--- src/rtl/wcal_pkg.sv ---
// Shared types and the step-delay table for the window calibration engine.
// Assumes a two-bit step select; delays are in picoseconds.
package wcal_pkg;

    typedef enum logic [2:0] {
        ST_IDLE,
        ST_CLR,
        ST_WAIT_LOW,
        ST_WAIT_RISE,
        ST_HOLD,
        ST_DONE
    } wcal_state_t;

    // Step delay in ps for each select code.
    function automatic logic [4:0] step_ps(input logic [1:0] sel);
        case (sel)
            2'd0:    step_ps = 5'd28;
            2'd1:    step_ps = 5'd15;
            2'd2:    step_ps = 5'd11;
            default: step_ps = 5'd8;
        endcase
    endfunction

endpackage

--- src/rtl/wcal_seq.sv ---
// Run sequencer: clear pulse, wait for request low, capture on rise,
// qualify by hold time, then hold results until the next clear.
// Assumes req is already synchronous to clk.
module wcal_seq
    import wcal_pkg::*;
#(
    parameter int TAPS     = 32,
    parameter int HOLD_CYC = 4,
    localparam int CNT_W   = $clog2(HOLD_CYC + 1)
) (
    input  logic            clk,
    input  logic            rst_n,
    input  logic            clr,
    input  logic            req,
    input  logic [1:0]      dly_sel,
    input  logic [TAPS-1:0] win,
    output logic [TAPS-1:0] cap_vec,
    output logic [1:0]      cap_sel,
    output logic            load,
    output logic            valid
);
    wcal_state_t      state;
    logic [CNT_W-1:0] hold_cnt;

    assign load = (state == ST_HOLD) && req && (hold_cnt == CNT_W'(HOLD_CYC - 1));

    // State transitions, hold counting and capture latching.
    always_ff @(posedge clk) begin
        if (!rst_n) begin
            state    <= ST_IDLE;
            hold_cnt <= '0;
            cap_vec  <= '0;
            cap_sel  <= '0;
            valid    <= 1'b0;
        end else if (clr) begin
            state <= ST_CLR;
            valid <= 1'b0;
        end else begin
            case (state)
                ST_CLR:       state <= ST_WAIT_LOW;
                ST_WAIT_LOW:  if (!req) state <= ST_WAIT_RISE;
                ST_WAIT_RISE: if (req) begin
                    state    <= ST_HOLD;
                    hold_cnt <= '0;
                    cap_vec  <= win;
                    cap_sel  <= dly_sel;
                end
                ST_HOLD: begin
                    if (!req)      state <= ST_WAIT_RISE;
                    else if (load) begin
                        state <= ST_DONE;
                        valid <= 1'b1;
                    end else       hold_cnt <= hold_cnt + 1'b1;
                end
                default: ;
            endcase
        end
    end
endmodule

--- src/rtl/wcal_decode.sv ---
// Combinational decode of a capture vector: zero count between the lowest
// set bit and the first adjacent pair, and the period to the next rising
// transition. Assumes bit 0 is the earliest tap.
module wcal_decode #(
    parameter int TAPS  = 32,
    parameter int IDX_W = $clog2(TAPS + 1)
) (
    input  logic [TAPS-1:0]  vec,
    output logic             found,
    output logic [IDX_W-1:0] zeros,
    output logic [IDX_W-1:0] period
);
    logic [TAPS-1:0] pair_v;
    logic [TAPS-1:0] rise_v;

    // Per-tap markers for adjacent pairs and 0-to-1 transitions.
    for (genvar g = 0; g < TAPS; g++) begin : g_mark
        if (g == TAPS - 1) begin : g_top
            assign pair_v[g] = 1'b0;
        end else begin : g_mid
            assign pair_v[g] = vec[g] & vec[g+1];
        end
        if (g == 0) begin : g_low
            assign rise_v[g] = 1'b0;
        end else begin : g_up
            assign rise_v[g] = ~vec[g-1] & vec[g];
        end
    end

    logic             lsb_f, rise_f;
    logic [IDX_W-1:0] pair_i, rise_i;

    // Single scan: lowest set bit, then pair, then next rising transition.
    always_comb begin
        lsb_f  = 1'b0;
        found  = 1'b0;
        rise_f = 1'b0;
        zeros  = '0;
        pair_i = '0;
        rise_i = '0;
        for (int i = 0; i < TAPS; i++) begin
            if (!lsb_f) begin
                if (vec[i]) begin
                    lsb_f = 1'b1;
                    if (pair_v[i]) begin
                        found  = 1'b1;
                        pair_i = IDX_W'(i);
                    end
                end
            end else if (!found) begin
                if (pair_v[i]) begin
                    found  = 1'b1;
                    pair_i = IDX_W'(i);
                end else if (!vec[i]) begin
                    zeros = zeros + 1'b1;
                end
            end else if (!rise_f && rise_v[i]) begin
                rise_f = 1'b1;
                rise_i = IDX_W'(i);
            end
        end
        period = rise_f ? (rise_i - pair_i) : '0;
    end
endmodule

--- src/rtl/wcal_offset.sv ---
// Offset choice and picosecond conversion. The offset centres the delayed
// request between clock edges and is the lowest such value (mod period).
// Assumes zeros and period come from wcal_decode.
module wcal_offset
    import wcal_pkg::*;
#(
    parameter int IDX_W = 6,
    parameter int PS_W  = 12
) (
    input  logic [IDX_W-1:0] zeros,
    input  logic [IDX_W-1:0] period,
    input  logic [1:0]       sel,
    output logic [IDX_W-1:0] offset,
    output logic [PS_W-1:0]  dist_ps
);
    logic [IDX_W:0] shifted;

    // Offset arithmetic, with a half-distance fallback when no period is seen.
    always_comb begin
        shifted = {1'b0, zeros} + {1'b0, period} - {2'b0, period[IDX_W-1:1]};
        if (period == '0) offset = zeros >> 1;
        else              offset = IDX_W'(shifted % {1'b0, period});
        dist_ps = PS_W'(zeros) * PS_W'(step_ps(sel));
    end
endmodule

--- src/rtl/wcal_engine.sv ---
// Top of the sync-request window calibration engine. Captures the tap
// vector on a qualified request rise, decodes it and registers results.
// Assumes synchronous inputs and an ideal tap line feeding win_left/right.
module wcal_engine #(
    parameter int TAPS     = 32,
    parameter int HOLD_CYC = 4,
    parameter int PS_W     = 12,
    localparam int HALF    = TAPS / 2,
    localparam int IDX_W   = $clog2(TAPS + 1)
) (
    input  logic             clk,
    input  logic             rst_n,
    input  logic             clr,
    input  logic             req,
    input  logic [1:0]       dly_sel,
    input  logic [HALF-1:0]  win_left,
    input  logic [HALF-1:0]  win_right,
    output logic             valid,
    output logic             no_edge,
    output logic [IDX_W-1:0] edge_taps,
    output logic [IDX_W-1:0] offset_code,
    output logic [PS_W-1:0]  edge_ps
);
    logic [TAPS-1:0]  cap_vec;
    logic [1:0]       cap_sel;
    logic             load;
    logic             found;
    logic [IDX_W-1:0] zeros, period, ofs;
    logic [PS_W-1:0]  dist_ps;

    wcal_seq #(.TAPS(TAPS), .HOLD_CYC(HOLD_CYC)) u_seq (
        .clk(clk), .rst_n(rst_n), .clr(clr), .req(req), .dly_sel(dly_sel),
        .win({win_left, win_right}), .cap_vec(cap_vec), .cap_sel(cap_sel),
        .load(load), .valid(valid)
    );

    wcal_decode #(.TAPS(TAPS), .IDX_W(IDX_W)) u_dec (
        .vec(cap_vec), .found(found), .zeros(zeros), .period(period)
    );

    wcal_offset #(.IDX_W(IDX_W), .PS_W(PS_W)) u_ofs (
        .zeros(zeros), .period(period), .sel(cap_sel),
        .offset(ofs), .dist_ps(dist_ps)
    );

    // Result registers: loaded once per run, zeroed by reset and clear.
    always_ff @(posedge clk) begin
        if (!rst_n || clr) begin
            no_edge     <= 1'b0;
            edge_taps   <= '0;
            offset_code <= '0;
            edge_ps     <= '0;
        end else if (load) begin
            no_edge     <= !found;
            edge_taps   <= found ? zeros   : '0;
            offset_code <= found ? ofs     : '0;
            edge_ps     <= found ? dist_ps : '0;
        end
    end
endmodule

--- config.mk ---
export PLATFORM = sky130hd
export DESIGN_NAME = wcal_engine
export DESIGN_NICKNAME = d
export VERILOG_FILES = /design/src/rtl/wcal_pkg.sv /design/src/rtl/wcal_seq.sv /design/src/rtl/wcal_decode.sv /design/src/rtl/wcal_offset.sv /design/src/rtl/wcal_engine.sv
export SDC_FILE = /design/constraint.sdc
export NUM_CORES = 1
export LEC_CHECK = 0
export BUFFER_PORTS_ARGS = -buffer_cell sky130_fd_sc_hd__buf_2
export CAP_MARGIN = 20
export CORE_ASPECT_RATIO = 2
export CORE_MARGIN = 4
export CORE_UTILIZATION = 25
export DETAILED_ROUTE_END_ITERATION = 10
export SETUP_SLACK_MARGIN = 0.05
export SLEW_MARGIN = 20
export SYNTH_ARGS = -nofsm -noshare
export SYNTH_HDL_FRONTEND = slang
export SYNTH_HIERARCHICAL = 1
export SYNTH_SLANG_ARGS = --single-unit
--- constraint.sdc ---
create_clock -name clk -period 32.9 [get_ports clk]
set_input_delay 3.29 -clock clk [delete_from_list [all_inputs] [get_ports clk]]
set_output_delay 3.29 -clock clk [all_outputs]
set_load 0.02 [all_outputs]
==> metrics.md <==
| Metric | Value |
|---|---|
| Worst-Margin Slew | 1.033 ns |
| Post-Synthesis Cells | 1,773 |
| Post-CTS sizing | 0 |
| Hpwl dp | 35,830 microns |
| Synth-to-Final Area Change | 8.710% |
| Antenna diodes | 0 |
| Worst EP required | 33.11 ns |
| Residual DRC count | 0 |
| Place WS | 3.265 ns |
| Final WL | 43,520 microns |
| Setup crit start kind | register |
| Register area | 0.001321 sq mm |
| Routability cong. | 0.9356 |
| Min Tclk post-route | 30.02 ns |
| Outcome | finished, final reports clean |
| Met1 WL | 14,450 microns |
| Clk buf depth | 2 |
| Min-delay src | offset_code[1] |
| Final instance area | 0.01405 sq mm |
| Final Max Slew Viols | 0 |
| DIE AREA | 0.05564 sq mm |
| HP Class | register to register |
| RSZ-0062 raised after global routing | no |
| Maximum fanout along the worst path | 20 |
| Initial Utilization | 25.31% |
| Final worst setup slack | 2.883 ns |
| Average wire per standard cell | 17.82 microns |
| Max-cap violation count | 0 |
| Post-synth EDFFs | 0 |
| Vias in the first global route | 13,180 |
| CTS sink count | 66 |
| Placed instance area | 0.01374 sq mm |
| Post-synth design cell area | 0.01293 sq mm |
| Syn. warnings | 6 |
| Synth Register Bits | 66 |
| CP peak stage delay | 0.79 ns |
| Die width | 168.8 microns |
| Core Area | 0.05109 sq mm |
| Syn Nets | 1,925 |
| Worst setup EP type | register |
| Register area share after synthesis | 10.22% |
| Multi-input logic area | 0.01085 sq mm |
| H-tree levels | 3 |
| Highest metal used | met4 |
| Setup tns final | 0 ns |
| CP dominant cell by count | ha_1 |
| Layout cells sized above 1 | 10.56% |
| Via/cell ratio | 5.352 |
| Worst skew pair latency | 0.36 ns |
| Slowest cell on the critical path | dfxtp_1 |
| Hold Slack | 0.4626 ns |
| Post-CTS setup buffer count | 0 |
| Final Skew | 0.01131 ns |
| GRT Util Overall | 15.24% |
| IO Count | 64 |
| IO Port Bufs | 63 |
| Worst Path Arrival | 30.23 ns |
| Most used DFF post-synth | dfxtp_1 |
| Max_slew headroom | 29.38% |
| Final Hold Fails | 0 |
| Avg Inst Size Synth | 7.292 sq um |
| CP startpoint | u_seq/cap_vec[2] |
| CTS root buf | clkbuf_16 |
| Clock tree from TritonCTS | yes |
| Hold-fix buffers, CTS | 0 |
| DRT antenna net count | 0 |
| Setup violators final | 0 |
| Row Count | 117 |
| # nets final | 1,936 |
| Synth async-reset ratio | 0% |
| Met3 WL | 1508 microns |
| Drt first pass iters | 5 |
| Pin count of the biggest net entering global routing | 44 |
| Die H | 329.6 microns |
| F_max | 33.31 MHz |
| Detail Route met2 WL | 24,150 microns |
| Clk pin slew, worst setup/hold paths | 0.06 ns |
| Critical R2R Launch | u_seq/cap_vec[2] |
| Filler cells | 5,586 |
| Total grt overflow | 0 |
| Distinct cells, synth | 121 |
| Crit path kind | register to register |
| CTS Buf Count | 9 |
| First-pass GRT wire length | 68,620 microns |
| DR vias | 13,070 |
| Starting DRC count in detailed routing | 773 |
| Initial antenna violation count | 1 |
| Final period utilization | 91.24% |
==> routing by layer <==
layer	up-vias	track usage, %
met5	-	0
met2	401	30.60
li1	6347	-
met4	0	10.79
met3	170	1.705
met1	6156	13.69
==> worst max-delay path, delay by kind of cell (launching register included) <==
kind            cells  cell delay (ns)
xor+xnor           13             2.19
compound gates     49            10.22
simple gates       29             5.39
flops               1             0.79
fa+ha+maj          25             7.86
buf+inv            13             1.30
mux                 7             2.08
==> cells in the final DEF (no fill, tap or decap), types with 10 or more instances in the layout <==
master and instances:
nand2_1 226, nor2_1 159, a21oi_1 125, ha_1 95
inv_1 93, xnor2_1 82, o21ai_0 76, nand3_1 67
dfxtp_1 66, buf_2 63, nand2b_1 58, nor3_1 50
xor2_1 38, mux2i_1 36, and2_1 33, a21boi_1 32
nand4_1 22, nor2b_1 21, o22ai_1 20, fa_1 19
a31oi_1 18, o211ai_1 17, and3_1 16, o21a_1 16
a21o_1 16, or3_1 16, o31ai_1 14, nor3b_1 13
a22oi_1 12, a21boi_0 12, mux2_2 12, xnor2_2 11
a211oi_1 11, nand3b_1 10
==> sequential cells by signal, indices dropped and copies added, names as in the netlist <==
signal	cells
edge_ps	12
edge_taps	6
no_edge	1
offset_code	6
u_seq/cap_sel	2
u_seq/cap_vec	32
u_seq/hold_cnt	3
u_seq/state	3
u_seq/valid	1
==> cell families (layout without fill, tap and decap cells) <==
group	after synthesis	count (layout)	share of synthesized area, %
AND/OR/NAND/NOR	750	750	29.18
AO/OA/AOI/OAI	467	467	24.62
buffers and inverters	170	186	5.913
XOR/XNOR	154	154	13.72
adder cells (fa/ha/maj)	115	115	12.22
flip-flops	66	66	10.22
multiplexers	50	50	4.094
other	1	1	0.02901
==> worst paths after layout <==
path / end / slack, ns / cells after the start
worst max-delay path: offset_code[2] / 2.88 / 136
worst min-delay path: offset_code[1] / 0.46 / 2
worst max register to register: offset_code[2] / 2.88 / 136
worst min register to register: offset_code[1] / 0.46 / 2
==> per-stage QoR <==
stage,cells,util [%]
6_report,2443,27.51
3_5_place_dp,2427,26.89
4_1_cts,2443,27.51
5_1_grt,2443,27.51
3_3_place_gp,2427,26.88
2_1_floorplan,1773,-
==> area by class of cell <==
| cell class | instances | area share (%) |
|---|---|---|
| clock buffers | 10 | 1.629 |
| clock inverters | 6 | 0.6410 |
| repair buffers | 72 | 2.724 |
| inverters | 98 | 2.617 |
| well taps | 654 | 5.822 |
| multi-input cells | 1537 | 77.17 |
| flip-flops and latches | 66 | 9.401 |
==> synth_stat cells (all sizes together), types with 7 or more instances <==
library cell | number | area share (%)
clkbuf | 38 | 1.1
dfxtp | 66 | 10
nand3 | 67 | 2.6
a21boi | 45 | 2.6
nor3 | 54 | 2.3
xnor2 | 98 | 8.0
a21o | 16 | 0.93
xnor3 | 10 | 1.8
a31oi | 20 | 1.1
nand3b | 10 | 0.58
a21oi | 127 | 5.0
o21bai | 8 | 0.46
nand4 | 22 | 1.1
and2 | 34 | 1.7
nor3b | 14 | 0.90
mux2 | 13 | 1.1
inv | 98 | 2.8
nor2b | 21 | 1.0
or3 | 17 | 0.86
a22oi | 12 | 0.70
ha | 95 | 9.2
o211ai | 18 | 1.1
or2 | 10 | 0.50
xor2 | 43 | 3.4
o21ai | 85 | 3.3
nor4 | 12 | 1.0
fa | 19 | 2.9
o21a | 18 | 1.2
and3 | 17 | 0.86
nand2b | 59 | 2.9
o22ai | 22 | 1.2
nor4b | 7 | 0.47
a211oi | 13 | 0.83
mux2i | 37 | 3.0
nor2 | 162 | 4.8
buf | 34 | 2.0
o31ai | 15 | 0.91
nand2 | 231 | 6.8
Power is left out: the tool's default activity adds up to more than one toggle a clock period on the data nets, which glitch-free logic cannot reach.
